<file path="src/rtl/dbg_cmd_pkg.sv">
package dbg_cmd_pkg;
    localparam int AW = 7;

    typedef enum logic [2:0] {
        ERR_NONE   = 3'd0,
        ERR_BUSY   = 3'd1,
        ERR_NOTSUP = 3'd2,
        ERR_EXCEPT = 3'd3,
        ERR_HALT   = 3'd4
    } dbg_err_e;

    localparam logic [AW-1:0] A_DATA   = 7'h04;
    localparam logic [AW-1:0] A_CTRL   = 7'h10;
    localparam logic [AW-1:0] A_STAT   = 7'h11;
    localparam logic [AW-1:0] A_ACCESS = 7'h12;
    localparam logic [AW-1:0] A_CMD    = 7'h13;

    localparam logic [15:0] GPR_BASE = 16'h1000;
    localparam int          NUM_GPR  = 32;
endpackage

</file>
<file path="src/rtl/dbg_cmd_check.sv">
module dbg_cmd_check
    import dbg_cmd_pkg::*;
(
    input  logic [31:0] cmd,
    input  logic        sel_halted,
    output logic        ok,
    output dbg_err_e    code,
    output logic [4:0]  regidx,
    output logic        wr,
    output logic        wide
);
    localparam logic [15:0] GPR_END = GPR_BASE + 16'(NUM_GPR);

    logic [15:0] regno;
    logic [2:0]  size;

    assign regno  = cmd[15:0];
    assign size   = cmd[22:20];
    assign wr     = cmd[16];
    assign wide   = (size == 3'd3);
    assign regidx = 5'(regno - GPR_BASE);

    always_comb begin
        ok   = 1'b0;
        code = ERR_NONE;
        if (cmd[31:24] != 8'd0) begin
            code = ERR_NOTSUP;
        end else if (regno < GPR_BASE || regno >= GPR_END) begin
            code = ERR_NOTSUP;
        end else if (!sel_halted) begin
            code = ERR_HALT;
        end else if (size != 3'd2 && size != 3'd3) begin
            code = ERR_NOTSUP;
        end else begin
            ok = 1'b1;
        end
    end
endmodule

</file>
<file path="src/rtl/dbg_cmd_rdmux.sv">
module dbg_cmd_rdmux
    import dbg_cmd_pkg::*;
#(
    parameter int NDATA    = 4,
    parameter int HSEL_W   = 4,
    parameter int PROGSIZE = 8
) (
    input  logic [AW-1:0]             addr,
    input  logic                      active,
    input  logic [HSEL_W-1:0]         hsel,
    input  logic                      halt_sel,
    input  logic [1:0]                hstat,
    input  logic                      busy,
    input  logic [2:0]                err,
    input  logic [7:0]                autox,
    input  logic [NDATA-1:0][31:0]    data,
    output logic [31:0]               rdata,
    output logic                      hit
);
    localparam int          IDX_W    = (NDATA > 1) ? $clog2(NDATA) : 1;
    localparam logic [AW-1:0] DATA_END = AW'(int'(A_DATA) + NDATA);

    logic [IDX_W-1:0] didx;
    assign didx = IDX_W'(addr - A_DATA);

    always_comb begin
        rdata = 32'd0;
        hit   = 1'b1;
        if (addr >= A_DATA && addr < DATA_END) begin
            rdata = data[didx];
        end else begin
            case (addr)
                A_CTRL: begin
                    rdata[0]          = active;
                    rdata[1]          = halt_sel;
                    rdata[4+:HSEL_W]  = hsel;
                    rdata[9:8]        = hstat;
                    rdata[12]         = 1'b1;
                    rdata[19:16]      = 4'd1;
                end
                A_STAT: begin
                    rdata[3:0]   = 4'(NDATA);
                    rdata[10:8]  = err;
                    rdata[12]    = busy;
                    rdata[23:16] = autox;
                end
                A_ACCESS: rdata[28:24] = 5'(PROGSIZE);
                A_CMD:    rdata = 32'd0;
                default:  hit = 1'b0;
            endcase
        end
    end
endmodule

</file>
<file path="src/rtl/dbg_cmd_ctrl.sv">
module dbg_cmd_ctrl
    import dbg_cmd_pkg::*;
#(
    parameter int NDATA    = 4,
    parameter int NHARTS   = 2,
    parameter int HSEL_W   = 4,
    parameter int PROGSIZE = 8
) (
    input  logic              clk,
    input  logic              rst_n,
    input  logic              req_valid,
    output logic              req_ready,
    input  logic              req_write,
    input  logic [AW-1:0]     req_addr,
    input  logic [31:0]       req_wdata,
    output logic              rsp_valid,
    output logic [31:0]       rsp_rdata,
    output logic              rsp_err,
    input  logic [NHARTS-1:0] hart_halted,
    output logic [NHARTS-1:0] halt_req,
    output logic [NHARTS-1:0] resume_req,
    output logic              patch_start,
    output logic [4:0]        patch_regidx,
    output logic              patch_write,
    output logic              patch_wide,
    input  logic              patch_done
);
    localparam int            IDX_W    = (NDATA > 1) ? $clog2(NDATA) : 1;
    localparam logic [AW-1:0] DATA_END = AW'(int'(A_DATA) + NDATA);

    typedef struct packed {
        logic                   active;
        logic [HSEL_W-1:0]      hsel;
        logic [NHARTS-1:0]      halt;
        logic [NHARTS-1:0]      resume;
        logic                   busy;
        dbg_err_e               err;
        logic [7:0]             autox;
        logic [31:0]            cmd;
        logic [NDATA-1:0][31:0] data;
        logic                   start;
        logic [4:0]             regidx;
        logic                   wr;
        logic                   wide;
        logic                   rsp_v;
        logic                   rsp_e;
        logic [31:0]            rdata;
    } state_t;

    state_t st_d, st_q;

    // Selected-hart view
    logic       sel_exists, sel_halted, sel_haltreq;
    logic [1:0] sel_stat;
    always_comb begin
        sel_exists  = (int'(st_q.hsel) < NHARTS);
        sel_halted  = 1'b0;
        sel_haltreq = 1'b0;
        for (int h = 0; h < NHARTS; h++) begin
            if (int'(st_q.hsel) == h) begin
                sel_halted  = hart_halted[h];
                sel_haltreq = st_q.halt[h];
            end
        end
        sel_stat = !sel_exists ? 2'd2 : (sel_halted ? 2'd1 : 2'd0);
    end

    logic        is_data, is_cmd_wr;
    logic [IDX_W-1:0] didx;
    assign is_data   = (req_addr >= A_DATA) && (req_addr < DATA_END);
    assign is_cmd_wr = req_valid && req_write && (req_addr == A_CMD);
    assign didx      = IDX_W'(req_addr - A_DATA);

    logic        chk_ok, chk_wr, chk_wide;
    dbg_err_e    chk_code;
    logic [4:0]  chk_idx;

    dbg_cmd_check u_check (
        .cmd        (is_cmd_wr ? req_wdata : st_q.cmd),
        .sel_halted (sel_halted),
        .ok         (chk_ok),
        .code       (chk_code),
        .regidx     (chk_idx),
        .wr         (chk_wr),
        .wide       (chk_wide)
    );

    logic [31:0] rd_data;
    logic        rd_hit;

    dbg_cmd_rdmux #(
        .NDATA    (NDATA),
        .HSEL_W   (HSEL_W),
        .PROGSIZE (PROGSIZE)
    ) u_rdmux (
        .addr     (req_addr),
        .active   (st_q.active),
        .hsel     (st_q.hsel),
        .halt_sel (sel_haltreq),
        .hstat    (sel_stat),
        .busy     (st_q.busy),
        .err      (st_q.err),
        .autox    (st_q.autox),
        .data     (st_q.data),
        .rdata    (rd_data),
        .hit      (rd_hit)
    );

    always_comb begin
        logic                go;
        logic [HSEL_W-1:0]   nsel;
        st_d        = st_q;
        st_d.start  = 1'b0;
        st_d.resume = '0;
        st_d.rsp_v  = 1'b0;
        st_d.rsp_e  = 1'b0;
        go          = 1'b0;
        nsel        = req_wdata[4+:HSEL_W];

        if (patch_done) st_d.busy = 1'b0;

        if (req_valid) begin
            st_d.rsp_v = 1'b1;
            st_d.rdata = rd_data;
            st_d.rsp_e = !rd_hit;
            if (is_data) begin
                if (req_write) st_d.data[didx] = req_wdata;
                if (st_d.busy && st_d.err == ERR_NONE) st_d.err = ERR_BUSY;
                go = st_q.autox[didx];
            end else if (req_write) begin
                case (req_addr)
                    A_CTRL: begin
                        st_d.active = req_wdata[0];
                        if (req_wdata[0]) begin
                            st_d.hsel = nsel;
                            for (int h = 0; h < NHARTS; h++) begin
                                if (int'(nsel) == h) begin
                                    st_d.halt[h]   = req_wdata[1];
                                    st_d.resume[h] = req_wdata[2];
                                end
                            end
                        end else begin
                            st_d.hsel  = '0;
                            st_d.halt  = '0;
                            st_d.err   = ERR_NONE;
                            st_d.autox = '0;
                        end
                    end
                    A_STAT: begin
                        st_d.autox = req_wdata[23:16];
                        if (req_wdata[10:8] == 3'd0) st_d.err = ERR_NONE;
                    end
                    A_CMD: begin
                        st_d.cmd = req_wdata;
                        go       = 1'b1;
                    end
                    default: ;
                endcase
            end
        end

        if (go && st_d.err == ERR_NONE) begin
            if (st_d.busy) begin
                st_d.err = ERR_BUSY;
            end else if (!chk_ok) begin
                st_d.err = chk_code;
            end else begin
                st_d.busy   = 1'b1;
                st_d.start  = 1'b1;
                st_d.regidx = chk_idx;
                st_d.wr     = chk_wr;
                st_d.wide   = chk_wide;
            end
        end
    end

    always_ff @(posedge clk or negedge rst_n) begin
        if (!rst_n) st_q <= '0;
        else        st_q <= st_d;
    end

    logic     busy_q;
    dbg_err_e err_q;
    assign busy_q = st_q.busy;
    assign err_q  = st_q.err;

    assign req_ready    = 1'b1;
    assign rsp_valid    = st_q.rsp_v;
    assign rsp_rdata    = st_q.rdata;
    assign rsp_err      = st_q.rsp_e;
    assign halt_req     = st_q.halt;
    assign resume_req   = st_q.resume;
    assign patch_start  = st_q.start;
    assign patch_regidx = st_q.regidx;
    assign patch_write  = st_q.wr;
    assign patch_wide   = st_q.wide;
endmodule

</file>
<file path="config.mk">
export PLATFORM = sky130hd
export DESIGN_NAME = dbg_cmd_ctrl
export DESIGN_NICKNAME = d
export VERILOG_FILES = /design/src/rtl/dbg_cmd_pkg.sv /design/src/rtl/dbg_cmd_check.sv /design/src/rtl/dbg_cmd_rdmux.sv /design/src/rtl/dbg_cmd_ctrl.sv
export SDC_FILE = /design/constraint.sdc
export NUM_CORES = 1
export LEC_CHECK = 0
export ABC_AREA = 1
export BUFFER_PORTS_ARGS = -buffer_cell sky130_fd_sc_hd__buf_2
export CAP_MARGIN = 20
export CELL_PAD_IN_SITES_DETAIL_PLACEMENT = 0
export CELL_PAD_IN_SITES_GLOBAL_PLACEMENT = 2
export CORE_ASPECT_RATIO = 2
export CORE_MARGIN = 2
export CORE_UTILIZATION = 40
export CTS_CLUSTER_DIAMETER = 60
export CTS_CLUSTER_SIZE = 30
export DETAILED_ROUTE_END_ITERATION = 8
export GPL_ROUTABILITY_DRIVEN = 0
export PLACE_DENSITY = 0.84
export SLEW_MARGIN = 5
export SYNTH_ARGS = -nofsm -noshare
export SYNTH_HDL_FRONTEND = slang
export SYNTH_SLANG_ARGS = --single-unit
</file>
<file path="constraint.sdc">
create_clock -name clk -period 3.36 [get_ports clk]
set_input_delay 0.672 -clock clk [delete_from_list [all_inputs] [get_ports clk]]
set_output_delay 0.672 -clock clk [all_outputs]
set_load 0.005 [all_outputs]
</file>
==> summary.txt <==
Global routing
  • Initial antenna violation count: 0
  • First-pass GRT wire length: about 42000 µm
  • Vias in the first global route: 7207
  • Total track usage: 21.41%
  • Congestion Overflow GR: 0
  • Largest net degree at the start of global routing: 100

STA
  • Clock period minus worst slack: 2.087 ns
  • Worst slew pin tran: 0.8003 ns
  • Final Hold Vio Count: 0
  • Max Fclk: about 480 MHz
  • Fin crit share: 62.12%
  • Final setup skew: around 0.024 ns
  • Setup TNS Final: 0 ns
  • # setup viols final: 0
  • Final Max Slew Viols: 0
  • RSZ-0062 raised after global routing: false
  • Max_slew headroom: 46.64%

Floorplan
  • Vert. Die Dim: 222.1 µm
  • Core area: 23330 µm²
  • Starting Density: 40.79%
  • # IOs: 93
  • Row count: 79
  • Die ar.: 25110 µm²
  • Die width: ~110 µm

Clock tree
  • Number of buffers created by CTS: 14
  • Sink Count: 219
  • Worst-path clk slew: ~0.090 ns
  • Clock tree root buffer cell: clkbuf_16
  • Post-CTS setup buffer count: 0
  • Hold buffers post-CTS: 0
  • Latest clock arrival within the worst-skew pair: 0.49 ns
  • CTS tree: done
  • Post_cts resized: 0
  • Clock buffer depth: 3
  • H-Tree Depth: 1

Run status
  • Failing checks: DRC
  • Status: complete, but fails checks

Synthesis
  • Yosys top cell area share: 57.59%
  • Fraction of synthesized area in multiplexers: 0%
  • Leading area contributor after synthesis: dfrtp_1
  • Compound-Gate Fraction of Synth Area: 17.87%
  • Post-Syn Instances: 1027
  • Post-synthesis adder-cell area fraction: 0%
  • Synth Cell Area: roughly 9500 µm²
  • Combinational family with the most area after synthesis: compound AO/OA/AOI/OAI gates
  • Distinct cells, synth: 38
  • Synthesized area per cell: 9.265 µm²
  • Yosys Warn Count: 0
  • Syn_nets: 1073
  • Synth top area cells: dfrtp_1, nand2_1, o21ai_0
  • Xor and xnor fraction of the mapped netlist area: 0%
  • Post-synthesis register bit count: 219
  • Sequential share of the synthesized area: between 50 and 60%
  • Synth Area in Simple Gates: 15.99%

Routing
  • DRT Wirelength: 26140 µm
  • Routed Antenna Nets: 0
  • Detailed-route via count: 7061
  • DRC Markers: 2
  • Initial DRC count: 437
  • Drt first pass iters: 7
  • Drt wl/cell: 19.33 µm
  • DR vias/cell: 5.223

Pwr
  • Peak supply drop: 0.0003236 V
  • Sw Ratio: between 20% and 30%
  • P_sw: 1.385 mW
  • Sequential share of power: 55.0%
  • Pwr Density: 486.1 nW/µm²
  • Pwr Total: 5.117 mW
  • Comb pwr share: 7.7%
  • Int Power: 3.732 mW
  • Leak: 5.175 nW
  • Part of the power in the clock network: 37.3%

Setup path
  • Crit path max-delay family: simple AND/OR/NAND/NOR gates
  • Worst-case reg-to-reg path depth: 8
  • Max incr delay on CP: 0.41 ns
  • Worst path depth: 8
  • Crit path cell chain: nor3_1 -> nand2_1 -> o22ai_1 -> inv_1 -> nor2_8 -> nand4_4 -> nand2_1 -> nand2_1
  • CP Launch Type: register
  • Worst path arrival time: approximately 2.5 ns
  • CP endpoint kind: register
  • Worst path bufs/invs: 1
  • Most frequent cell on the critical path: nand2_1
  • Critical path's slowest cell: nor3_1
  • WS Path Type: reg2reg
  • CP max FO: 8
  • WP data required: between 3 and 4 ns

Finish
  • Commonest cells after routing, fill and taps aside: nand2_1, dfrtp_1, o21ai_0
  • Final Util: 45.12%
  • Most common cell after layout, fill and taps aside: nand2_1
  • Share of layout cells above drive strength 1: 15.53%
  • Nets: around 1100
  • ANT cells: 0
  • Fin cells: 1352
  • Post-layout instance area: 10530 µm²
  • Layout area overhead: 10.62%

Placement
  • HPWL Detailed: 18010 µm
  • Placed Cells: 1328
  • DP Area: 10030 µm²
  • Port Buffers: 91

Worst hold path
  • Type of the most critical hold path: in2async

Flow run
  • Max Cap Viol: 0
[power groups by stage]
stage | Clock [mW] | Sequential (mW) | Combinational (mW)
final | 1.91 | 2.81 | 0.396
after global routing | 2.06 | 2.83 | 0.454
after floorplan | 0 | 2.85 | 0.213
after CTS | 1.97 | 2.81 | 0.407
after global placement | 0 | 2.86 | 0.402
after detailed placement | 0 | 2.86 | 0.406
[layout make-up]
type,instances,area [µm²]
multi-input cells,638,3226
clock inverters,10,150.1
inverters,78,295.3
fillers,2363,12800
flip-flops and latches,219,5480
well taps,283,354.1
repair buffers,110,670.6
clock buffers,14,350.3
[synthesized netlist by cell type (all sizes together)]
| master | number |
|---|---|
| a211oi | 1 |
| a21oi | 24 |
| a221oi | 15 |
| a22o | 12 |
| a22oi | 36 |
| a31oi | 1 |
| and2 | 1 |
| buf | 48 |
| clkbuf | 44 |
| conb | 1 |
| dfrtp | 219 |
| inv | 78 |
| nand2 | 258 |
| nand3 | 22 |
| nand3b | 1 |
| nand4 | 6 |
| nor2 | 55 |
| nor3 | 5 |
| o2111ai | 2 |
| o211ai | 2 |
| o21ai | 174 |
| o21bai | 1 |
| o221ai | 3 |
| o22a | 1 |
| o22ai | 14 |
| o2bb2ai | 3 |
[cell families (layout without fill, tap and decap cells)]
kind of cell	count (synthesis)	after routing
flip-flops	219	219
other	1	1
AO/OA/AOI/OAI	289	289
buffers and inverters	170	212
AND/OR/NAND/NOR	348	348
[layer usage]
metal | track usage, % | routed length, µm
met1 | 26.46 | 10380
met2 | 39.69 | 14350
met3 | 1.722 | 813
met4 | 5.586 | 595
met5 | 0 | 0
[path summary, 6_finish.rpt]
check	from	to	slack (ns)
max	st_q[221]	patch_regidx[1]	1.27
min	rst_n	st_q[178]	0.21
max reg2reg	st_q[221]	patch_regidx[1]	1.27
min reg2reg	rsp_rdata[30]	rsp_rdata[30]	0.49
max in group asynchronous	rst_n	rsp_rdata[23]	2.36
min in group clk	req_valid	rsp_valid	0.42
[metrics by stage]
stage	setup WS, ns	hold WS [ns]
finish	1.273	0.2050
CTS	1.207	0.2380
detailed placement	0.7511	0.4645
global route	1.106	0.2445
global placement	0.7542	0.4580
floorplan	1.454	0.3764
Power figures use the tool's default switching activity.
